File: src/rtl/xl_pkg.sv
package xl_pkg;
  // Width of the logical unit field, fixed by the translation scheme.
  localparam int unsigned UNIT_W = 12;
  // Default machine word width.
  localparam int unsigned DEF_XLEN = 32;
  // Default number of table entries.
  localparam int unsigned DEF_ENTRIES = 8;
endpackage

File: src/rtl/xl_table.sv
module xl_table #(
  parameter int unsigned XLEN    = xl_pkg::DEF_XLEN,
  parameter int unsigned ENTRIES = xl_pkg::DEF_ENTRIES,
  parameter int unsigned UNIT_W  = xl_pkg::UNIT_W,
  localparam int unsigned IDX_W  = (ENTRIES > 1) ? $clog2(ENTRIES) : 1
) (
  input  logic                             clk,
  input  logic                             rst_n,
  input  logic                             wr_en,
  input  logic [IDX_W-1:0]                 wr_idx,
  input  logic [XLEN-1:0]                  wr_key,
  input  logic [UNIT_W-1:0]                wr_unit,
  input  logic                             wr_vld,
  output logic [ENTRIES-1:0][XLEN-1:0]     key_q,
  output logic [ENTRIES-1:0][UNIT_W-1:0]   unit_q,
  output logic [ENTRIES-1:0]               vld_q
);
  logic [ENTRIES-1:0] vld_d;
  logic [ENTRIES-1:0] sel;

  // Decode of the write index into per-entry enables.
  always_comb begin
    sel = '0;
    for (int i = 0; i < ENTRIES; i++) begin
      sel[i] = wr_en && (wr_idx == IDX_W'(i));
    end
  end

  always_comb begin
    vld_d = vld_q;
    for (int i = 0; i < ENTRIES; i++) begin
      if (sel[i]) vld_d[i] = wr_vld;
    end
  end

  always_ff @(posedge clk or negedge rst_n) begin
    if (!rst_n) vld_q <= '0;
    else if (wr_en) vld_q <= vld_d;
  end

  // Payload storage carries no reset; valid bits gate its use.
  for (genvar g = 0; g < ENTRIES; g++) begin : g_ent
    always_ff @(posedge clk) begin
      if (sel[g]) begin
        key_q[g]  <= wr_key;
        unit_q[g] <= wr_unit;
      end
    end
  end


  tbl_stateless_chk: assert property (@(posedge clk) disable iff (!rst_n)
    !wr_en |=> $stable(vld_q) && $stable(key_q) && $stable(unit_q));


  tbl_write_chk: assert property (@(posedge clk) disable iff (!rst_n)
    wr_en |=> vld_q[$past(wr_idx)] == $past(wr_vld));
endmodule

File: src/rtl/xl_match.sv
module xl_match #(
  parameter int unsigned XLEN    = xl_pkg::DEF_XLEN,
  parameter int unsigned ENTRIES = xl_pkg::DEF_ENTRIES,
  parameter int unsigned UNIT_W  = xl_pkg::UNIT_W
) (
  input  logic                             clk,
  input  logic                             rst_n,
  input  logic [ENTRIES-1:0][XLEN-1:0]     key_q,
  input  logic [ENTRIES-1:0][UNIT_W-1:0]   unit_q,
  input  logic [ENTRIES-1:0]               vld_q,
  input  logic [XLEN-1:0]                  probe,
  output logic [UNIT_W-1:0]                unit_out,
  output logic                             hit
);
  logic [ENTRIES-1:0] eq;
  logic [ENTRIES-1:0] grant;

  for (genvar g = 0; g < ENTRIES; g++) begin : g_cmp
    assign eq[g] = vld_q[g] && (key_q[g] == probe);
  end

  // Lowest index wins: scan from the top so lower entries overwrite.
  always_comb begin
    grant = '0;
    for (int i = ENTRIES - 1; i >= 0; i--) begin
      if (eq[i]) begin
        grant    = '0;
        grant[i] = 1'b1;
      end
    end
  end

  always_comb begin
    unit_out = '0;
    for (int i = 0; i < ENTRIES; i++) begin
      unit_out = unit_out | (grant[i] ? unit_q[i] : '0);
    end
  end

  assign hit = |grant;


  grant_onehot_chk: assert property (@(posedge clk) disable iff (!rst_n)
    $onehot0(grant));


  miss_zero_chk: assert property (@(posedge clk) disable iff (!rst_n)
    !(|eq) |-> unit_out == '0);
endmodule

File: src/rtl/xl_pack.sv
module xl_pack #(
  parameter int unsigned XLEN   = xl_pkg::DEF_XLEN,
  parameter int unsigned UNIT_W = xl_pkg::UNIT_W,
  localparam int unsigned DATA_W = XLEN - UNIT_W
) (
  input  logic [UNIT_W-1:0] unit_in,
  input  logic [XLEN-1:0]   data_in,
  output logic [XLEN-1:0]   word_out
);
  assign word_out = {data_in[DATA_W-1:0], unit_in};
endmodule

File: src/rtl/xl_translator.sv
module xl_translator #(
  parameter int unsigned XLEN    = xl_pkg::DEF_XLEN,
  parameter int unsigned ENTRIES = xl_pkg::DEF_ENTRIES,
  localparam int unsigned UNIT_W = xl_pkg::UNIT_W,
  localparam int unsigned IDX_W  = (ENTRIES > 1) ? $clog2(ENTRIES) : 1
) (
  input  logic              clk,
  input  logic              rst_n,
  input  logic              cfg_we,
  input  logic [IDX_W-1:0]  cfg_idx,
  input  logic [XLEN-1:0]   cfg_key,
  input  logic [UNIT_W-1:0] cfg_unit,
  input  logic              cfg_vld,
  input  logic              req_valid,
  output logic              req_ready,
  input  logic [XLEN-1:0]   req_src,
  input  logic [XLEN-1:0]   req_data,
  output logic              rsp_valid,
  input  logic              rsp_ready,
  output logic [XLEN-1:0]   rsp_word
);
  logic [ENTRIES-1:0][XLEN-1:0]   tbl_key;
  logic [ENTRIES-1:0][UNIT_W-1:0] tbl_unit;
  logic [ENTRIES-1:0]             tbl_vld;
  logic [UNIT_W-1:0]              found_unit;
  logic                           found_hit;
  logic [XLEN-1:0]                packed_word;
  logic                           take;
  logic                           vld_d;
  logic                           vld_q;
  logic [XLEN-1:0]                word_q;

  xl_table #(.XLEN(XLEN), .ENTRIES(ENTRIES), .UNIT_W(UNIT_W)) u_table (
    .clk(clk), .rst_n(rst_n),
    .wr_en(cfg_we), .wr_idx(cfg_idx), .wr_key(cfg_key),
    .wr_unit(cfg_unit), .wr_vld(cfg_vld),
    .key_q(tbl_key), .unit_q(tbl_unit), .vld_q(tbl_vld)
  );

  xl_match #(.XLEN(XLEN), .ENTRIES(ENTRIES), .UNIT_W(UNIT_W)) u_match (
    .clk(clk), .rst_n(rst_n),
    .key_q(tbl_key), .unit_q(tbl_unit), .vld_q(tbl_vld),
    .probe(req_src), .unit_out(found_unit), .hit(found_hit)
  );

  xl_pack #(.XLEN(XLEN), .UNIT_W(UNIT_W)) u_pack (
    .unit_in(found_unit), .data_in(req_data), .word_out(packed_word)
  );

  assign req_ready = !vld_q || rsp_ready;
  assign take      = req_valid && req_ready;

  always_comb begin
    vld_d = vld_q;
    if (take)           vld_d = 1'b1;
    else if (rsp_ready) vld_d = 1'b0;
  end

  always_ff @(posedge clk or negedge rst_n) begin
    if (!rst_n) vld_q <= 1'b0;
    else        vld_q <= vld_d;
  end

  always_ff @(posedge clk) begin
    if (take) word_q <= packed_word;
  end

  assign rsp_valid = vld_q;
  assign rsp_word  = word_q;


  rsp_hold_chk: assert property (@(posedge clk) disable iff (!rst_n)
    rsp_valid && !rsp_ready |=> rsp_valid && $stable(rsp_word));


  accept_valid_chk: assert property (@(posedge clk) disable iff (!rst_n)
    req_valid && req_ready |=> rsp_valid);


  miss_word_chk: assert property (@(posedge clk) disable iff (!rst_n)
    take && !found_hit |=> rsp_word[UNIT_W-1:0] == '0);
endmodule

File: config.mk
export PLATFORM = sky130hd
export DESIGN_NAME = xl_translator
export DESIGN_NICKNAME = d
export VERILOG_FILES = /design/src/rtl/xl_pkg.sv /design/src/rtl/xl_table.sv /design/src/rtl/xl_match.sv /design/src/rtl/xl_pack.sv /design/src/rtl/xl_translator.sv
export SDC_FILE = /design/constraint.sdc
export NUM_CORES = 1
export LEC_CHECK = 0
export BUFFER_PORTS_ARGS = -buffer_cell sky130_fd_sc_hd__buf_2
export CAP_MARGIN = 0
export CORE_MARGIN = 2
export CORE_UTILIZATION = 55
export DETAILED_ROUTE_END_ITERATION = 10
export PLACE_DENSITY = 0.83
export SETUP_SLACK_MARGIN = 0.1
export SYNTH_ARGS = -nofsm -noshare
export SYNTH_HDL_FRONTEND = slang
export SYNTH_HIERARCHICAL = 1
export SYNTH_SLANG_ARGS = --single-unit
File: constraint.sdc
create_clock -name clk -period 3.3 [get_ports clk]
set_clock_uncertainty 0.1 [all_clocks]
set_input_delay 0.99 -clock clk [delete_from_list [all_inputs] [get_ports clk]]
set_output_delay 0.99 -clock clk [all_outputs]
set_load 0.03 [all_outputs]
# == Word level (Yosys, flattened, before mapping) ==
# Index checks and enable logic that the tools add are counted.
# totals
regBits,393
output_inout_bits,34
# classes
n_reduce_logical,29
bitwise_logic,7
mux,18
n_eq_ne,15
# op_table
cell,count
$eq 32x32->1,8
$mux 12,8
$or 12x12->12,7
$mux 8,8
$logic_and 1x1->1,17
$reduce_and 2->1,8
$eq 3x3->1 const B,4
$eq 3x2->1 const B,2
$eq 3x1->1 const B,1
$logic_not 3->1,1
$mux 1,2
$reduce_bool 2->1,1
$logic_not 1->1,1
$logic_or 1x1->1,1

# == Longest topological paths before layout ==
# Gate-level depths: netlist of run 1.
# logic_depth
word_depth,18
ltp_mapped,12
mapped_depth_nobuf,7

# == Cells and area by module ==
# The synthesis of run 1 kept the hierarchy.
# by_module_without_submodules
module,cells_each,seq_area_each_um2,area_each_um2,n_inst
xl_table,380,10770.3,10971.8,1
xl_match,548,0.0,4045.1,1
xl_translator,36,985.9,1014.7,1
xl_pack,32,0.0,240.2,1

# == Worst setup path before layout of run 1 ==
# Ideal clock, no wire load.
# synth_path
path_type,input-to-reg
startpoint,in cfg_idx[0]
endpoint,reg u_table.vld_q[0]
path_stages,2
n_path_buf,0
setup_time_ns,0.125
required_time_ns,3.075
arrival_ns,4.066
path_slack_ns,-0.990
cell_sequence,nor4b_2 -> mux2_2
# synth_between
elab_chain_cells,3
# synth_lines
element,line,rtl
start: declaration,xl_translator.sv:10,"input logic [IDX_W-1:0] cfg_idx,"
$logic_not 3->1,xl_table.sv:25,sel[i] = wr_en && (wr_idx == IDX_W'(i));
$logic_and 1x1->1,xl_table.sv:25,
$reduce_and 2->1 (no line),--,
end signal: assignment,xl_table.sv:38,else if (wr_en) vld_q <= vld_d;
end: declaration,xl_table.sv:16,output logic [ENTRIES-1:0] vld_q
# No other way between the ends.
# A chain may end at the register's enable or synchronous reset.

# == Worst setup path in the final report of run 1 ==
# layout_path
startpoint,in req_src[17]
endpoint,"reg word_q[2], in the netlist rsp_word[2] (data pin)"
# layout_between
elab_chain_cells,17
# layout_lines
element,line,rtl
start: declaration,xl_translator.sv:16,"input logic [XLEN-1:0] req_src,"
$eq 32x32->1,xl_match.sv:19,assign eq[g] = vld_q[g] && (key_q[g] == probe);
$logic_and 1x1->1,xl_match.sv:19,
$mux 8 (6 in series),xl_match.sv:26,if (eq[i]) begin
$mux 8 *,xl_match.sv:26,
$mux 12,xl_match.sv:36,unit_out = unit_out | (grant[i] ? unit_q[i] : '0);
$or 12x12->12 (6 in series),xl_match.sv:36,
$or 12x12->12 *,xl_match.sv:36,
via found_unit[2],xl_translator.sv:25,logic [UNIT_W-1:0] found_unit;
end signal: assignment,xl_translator.sv:65,if (take) word_q <= packed_word;
end: declaration,xl_translator.sv:31,logic [XLEN-1:0] word_q;
# The timed path passes the listed nets; every way through them passes the cells marked *.

==> results of run 1 <==
## cell type report
class | instances | area [um2]
multi-input combinational | 498 | 3980
tap | 384 | 480
timing repair buffer | 241 | 1640
sequential | 393 | 11800
antenna | 1 | 2.50
inverter | 17 | 63.8
clock buffer | 47 | 1080
clock inverter | 24 | 214
fill | 1849 | 9710
## routing by layer
layer | wire, um | vias to the layer above | GRT usage, %
met1 | 14700 | 4710 | 33.0
met4 | 1210 | 0 | 9.16
met5 | 0 | - | 0
li1 | - | 4111 | -
met3 | 3920 | 89 | 4.44
met2 | 19400 | 596 | 43.3
## through the flow
stage / instances / cell area (um2) / util (%) / power (mW)
2_1_floorplan: 994 / 16400 / - / 6.25
3_3_place_gp: 1533 / 17900 / 61.7 / 6.56
3_5_place_dp: 1533 / 17900 / 61.7 / 6.59
4_1_cts: 1604 / 19200 / 66.3 / 10.9
5_1_grt: 1604 / 19200 / 66.4 / 11.2
6_report: 1605 / 19200 / 66.4 / 10.9
## worst paths after layout
path,endpoint,cells past startpoint,startpoint,slack (ns)
max in group asynchronous,u_table/vld_q[7],1,rst_n,2.67
min in group clk,u_table/vld_q[5],1,u_table/vld_q[5],0.42
setup reg to reg,rsp_word[2],9,u_table/key_q[9],0.34
setup / recovery,rsp_word[2],10,req_src[17],0.16
hold / removal,u_table/vld_q[0],1,rst_n,0.22
hold reg to reg,u_table/vld_q[5],1,u_table/vld_q[5],0.42
## flip-flops by register name, summed over array words and instances (netlist names)
signal	cells
u_table/key_q	256
rsp_valid	1
u_table/unit_q	96
rsp_word	32
u_table/vld_q	8
## power by group
part,leakage [nW],internal [mW],switching [mW]
clock network,0.634,2.51,1.87
logic,2.45,0.289,0.467
registers,3.61,5.68,0.0746
total,6.70,8.48,2.41
## layout by cell type, fill, tap and decap left out, types with 2 or more instances in the layout
cell type	count
a32oi_1	23
and3_1	2
and4bb_2	3
buf_12	14
buf_2	138
buf_4	88
bufinv_16	2
clkbuf_1	3
clkbuf_16	41
clkbuf_8	3
clkinv_1	5
clkinv_2	11
clkinvlp_4	3
dfrtp_1	9
edfxtp_1	384
inv_1	13
inv_2	4
mux2_2	5
mux2_4	3
nand2_1	3
nand3_1	38
nand3_2	9
nand4_1	52
nand4b_1	3
nor2_1	14
nor3_1	9
nor4_1	35
nor4_2	5
o311ai_0	11
or2_0	3
or2_1	5
or2_2	4
xnor2_1	92
xnor2_2	2
xor2_1	162
## what timing repair did
| item | in CTS | in global routing |
|---|---|---|
| gates resized for setup | 3 | 7 |
| pin swaps | 1 | 4 |
| endpoints found under the setup margin | 12 | 11 |
| buffers inserted | 0 | 0 |
==> flow_metrics.tcl, run 1 <==
set metrics [dict create \
    clock_path_buffers 3 \
    clk_root_buffer_cell "clkbuf_16" \
    drc_errors 0 \
    final_hold_viol_count 0 \
    grt_remaining_overflow 0 \
    postLayoutSetupSlackWorst_ns 0.156 \
    clock_sink_count 393 \
    detail_route.wirelength_um 39200 \
    critical_path.most_common_cell "nand4_1" \
    setup_total_negative_slack_ns 0 \
    drive_gt1_share_pct 28.4 \
    run_status "completed" \
    clock_tree.htree_level_count 2 \
    number_of_slew_limit_violations_in_the_final_report 0 \
    irDropWorstVdd_mv 0.399 \
    dieArea_um2 31000 \
    dpl_worst_slack_ns -0.516 \
    crit_slowest_cell "or4_4" \
    floorplan.die.height_um 176 \
    worst-path-buf-inv 3 \
    boundaryPins 151 \
    ordered_cell_list_for_the_critical_path "buf_2 > xor2_1 > nor4_2 > buf_4 > nand4_1 > or4_4 > buf_6 > or2_2 > a32oi_1 > nand4_1" \
    grt_use_total_pct 25.4 \
    first_pass_grt_wire_length_um 57600 \
    port_buffers 138 \
    floorplan.initialDensity_pct 56.2 \
    max_slew.worst_pin.slew_ns 0.766 \
    die_width_um 176 \
    worstSetupPathType "in2reg" \
    maxCapViolations 0 \
    min-delay-path-class "in2async" \
    tritoncts "done" \
    antenna_found_initial 1 \
    syn_nets 1111 \
    final_antenna_net_count 0 \
    core_area_um2 28900 \
    leakagePower_nw 6.70 \
    drt-wirelength-per-cell_um 24.4 \
    grt_start_max_net_pins 46 \
    critical_path_required_ns 3.47 \
    rsz0062_at_grt "false" \
    timing.hold.ws_ns 0.216 \
    route.vias.total 9506 \
    finalWeightedCongestion 0.850 \
    cts_buffer_count 40 \
    worstPathArrival_ns 3.32 \
    synth_area_um2 16300 \
    worst_setup_path_start_kind "primary input" \
    synthesis_warning_total 6 \
    route.detailed.vias_per_inst 5.92 \
    maxSlewHeadroom_pct 48.7 \
    min_period_ns 3.14 \
    syn-instance-count 994 \
    dp_hpwl_um 25900 \
    min_period_over_period_pct 95.3 \
    timing.critical_path.to_type "flop" \
    clkTransAtPathRegs_ns 0.06 \
    setup_viol 0 \
    grt_pass1_vias 9546 \
    cts_hold_repair.buffers 0 \
    drt_first_iter_violations 1142 \
    fmaxAchievable_mhz 318 \
    areaGrowthSynthToFinish_pct 18.2 \
    drtPass1Iterations 5 \
    path_max_fanout 20 \
    cpPeakStageDelay_ns 0.54 \
    fp-row-count 62 \
    clock_insertion_delay_worst_skew_ns 0.55 \
    syn_avg_cell_area_um2 16.4 \
    worst_path_dominant_cell_family "simple AND/OR/NAND/NOR gates" \
    power.density_nw_per_um2 566 \
    final_nets 1308 \
]
Note: power is estimated with default switching activity, not from simulation.
==> run 2: changes to the inputs <==
==> constraint.sdc (replaced) <==
create_clock -name clk -period 3.89 [get_ports clk]
set_clock_uncertainty 0.1 [all_clocks]
set_input_delay 0.1945 -clock clk [delete_from_list [all_inputs] [get_ports clk]]
set_output_delay 0.1945 -clock clk [all_outputs]
set_load 0.03 [all_outputs]
==> flow_metrics.tcl, run 2 (synthesis gave the netlist of run 1 again) <==
set metrics [dict create \
    power.density_nw_per_um2 496 \
    regMostFlops "u_table/key_q" \
    tritoncts "done" \
    grt_use_total_pct 25.5 \
    port_buffers 138 \
    rsz0062_at_grt "false" \
    final_nets 1293 \
    drt-wirelength-per-cell_um 24.4 \
    rr_endpoint "rsp_word[10]" \
    grt_pass1_vias 9384 \
    clock_sink_count 393 \
    setup_viol 0 \
    floorplan.initialDensity_pct 56.2 \
    final_antenna_net_count 0 \
    setup_total_negative_slack_ns 0 \
    hold-path-cell-count 3 \
    max_slew.worst_pin.slew_ns 1.21 \
    timing.critical_path.to_type "flop" \
    maxSlewHeadroom_pct 19.6 \
    route.vias.total 9526 \
    drc_errors 0 \
    boundaryPins 151 \
    p_comb_share_pct 6.6 \
    swShare_pct 21.2 \
    clk_root_buffer_cell "clkbuf_16" \
    r2r_cells 7 \
    leakagePower_nw 6.53 \
    fmaxAchievable_mhz 300 \
    power.net_switching_mw 2.01 \
    worst-r2r-setup-slack_ns 0.56 \
    worst_setup_path_start_kind "flop" \
    sequential_cell_area_um2 11800 \
    multiInputGateArea_um2 3880 \
    min-delay-path-class "in2reg" \
    internal_power_mw 7.46 \
    finalWeightedCongestion 0.840 \
    layout_commonest_cell "edfxtp_1" \
    most-common-layout-cells "edfxtp_1, xor2_1, buf_2" \
    critical_path.most_common_cell "nand4_1" \
    crit_slowest_cell "nor4_1" \
    critical_path_required_ns 4.04 \
    first_pass_grt_wire_length_um 57800 \
    hold_path_startpoint "cfg_idx[1]" \
    worstPathArrival_ns 3.48 \
    cts_hold_repair.buffers 69 \
    critical_path.reg2reg.startpoint "u_table/key_q[118]" \
    grt_remaining_overflow 0 \
    fin_util_pct 65.9 \
    power_share_of_the_sequential_group_pct 51.5 \
    fp-row-count 62 \
    grt_start_max_net_pins 49 \
    dieArea_um2 31000 \
    post_cts_buffers 0 \
    final_hold_viol_count 0 \
    drive_gt1_share_pct 20.0 \
    clock_path_buffers 3 \
    floorplan.die.height_um 176 \
    detail_route.wirelength_um 38900 \
    path_max_fanout 48 \
    antenna_found_initial 2 \
    filler_cell_count 1868 \
    cts_buffer_count 41 \
    min_period_ns 3.33 \
    min_period_over_period_pct 85.6 \
    clkTransAtPathRegs_ns 0.06 \
    clock_insertion_delay_worst_skew_ns 0.53 \
    drt_first_iter_violations 1197 \
    drtPass1Iterations 5 \
    clock_tree.htree_level_count 2 \
    route.detailed.vias_per_inst 5.98 \
    die_width_um 176 \
    core_area_um2 28900 \
    largest_register_ffs 256 \
    hold_end "u_table/vld_q[7]" \
    ctsResizeCount 0 \
    maxCapViolations 0 \
    clk_pwr_share_pct 41.9 \
    areaGrowthSynthToFinish_pct 17.3 \
    irDropWorstVdd_mv 0.478 \
    run_status "completed" \
    worstSetupPathType "reg2reg" \
    ordered_cell_list_for_the_critical_path "xor2_1 > nor4_1 > nand4_1 > or4_1 > o2111a_4 > a32oi_1 > nand4_1" \
    cpPeakStageDelay_ns 0.61 \
    dp_hpwl_um 23900 \
    number_of_slew_limit_violations_in_the_final_report 0 \
]
==> run 2: layout make-up <==
type,instances,share of cell area [%]
repair buffers,225,7.95
flip-flops and latches,393,61.6
diodes,2,0.0262
multi-input cells,498,20.3
clock inverters,27,1.48
well taps,384,2.52
clock buffers,47,5.72
inverters,17,0.335
==> run 2: critical path, delay by kind of cell, from the launching register on <==
family	cells	cell delay (ns)
simple gates	4	1.71
flops	1	0.38
xor+xnor	1	0.16
compound gates	2	0.68
==> run 2: worst max path at each step <==
stage | startpoint | endpoint | slack, ns | depth (start not counted)
after floorplan | cfg_idx[0] | u_table/vld_q[0] | 0.40 | 2
after global placement | req_src[22] | rsp_word[7] | 0.70 | 8
after detailed placement | req_src[22] | rsp_word[10] | 0.68 | 8
after CTS | u_table/key_q[118] | rsp_word[10] | 0.73 | 7
after global routing | u_table/key_q[118] | rsp_word[10] | 0.46 | 7
final | u_table/key_q[118] | rsp_word[10] | 0.56 | 7
==> run 2: per-layer routing <==
layer	global-route usage (%)	part of all wire, %
met2	41.0	48
met3	4.26	10
met1	35.4	39
met4	9.47	3.3
met5	0	0
==> run 2: stage by stage <==
stage | setup WS, ns | cell area, um2 | std cells | power [mW] | hold slack (ns)
after global routing | 0.461 | 19100 | 1592 | 9.72 | 0.0558
after CTS | 0.727 | 19100 | 1591 | 9.50 | 0.0202
after global placement | 0.695 | 17000 | 1448 | 5.50 | -0.0378
after floorplan | 0.395 | 16300 | 994 | 5.30 | -0.201
final | 0.562 | 19100 | 1593 | 9.47 | 0.0377
after detailed placement | 0.676 | 17000 | 1448 | 5.52 | -0.0363
==> run 2: power by group through the flow <==
stage / logic [mW] / clock network (mW) / registers, mW
2_1_floorplan: 0.307 / 0 / 4.99
3_3_place_gp: 0.539 / 0 / 4.96
3_5_place_dp: 0.556 / 0 / 4.97
6_report: 0.625 / 3.97 / 4.88
5_1_grt: 0.665 / 4.17 / 4.89
4_1_cts: 0.618 / 4.00 / 4.88
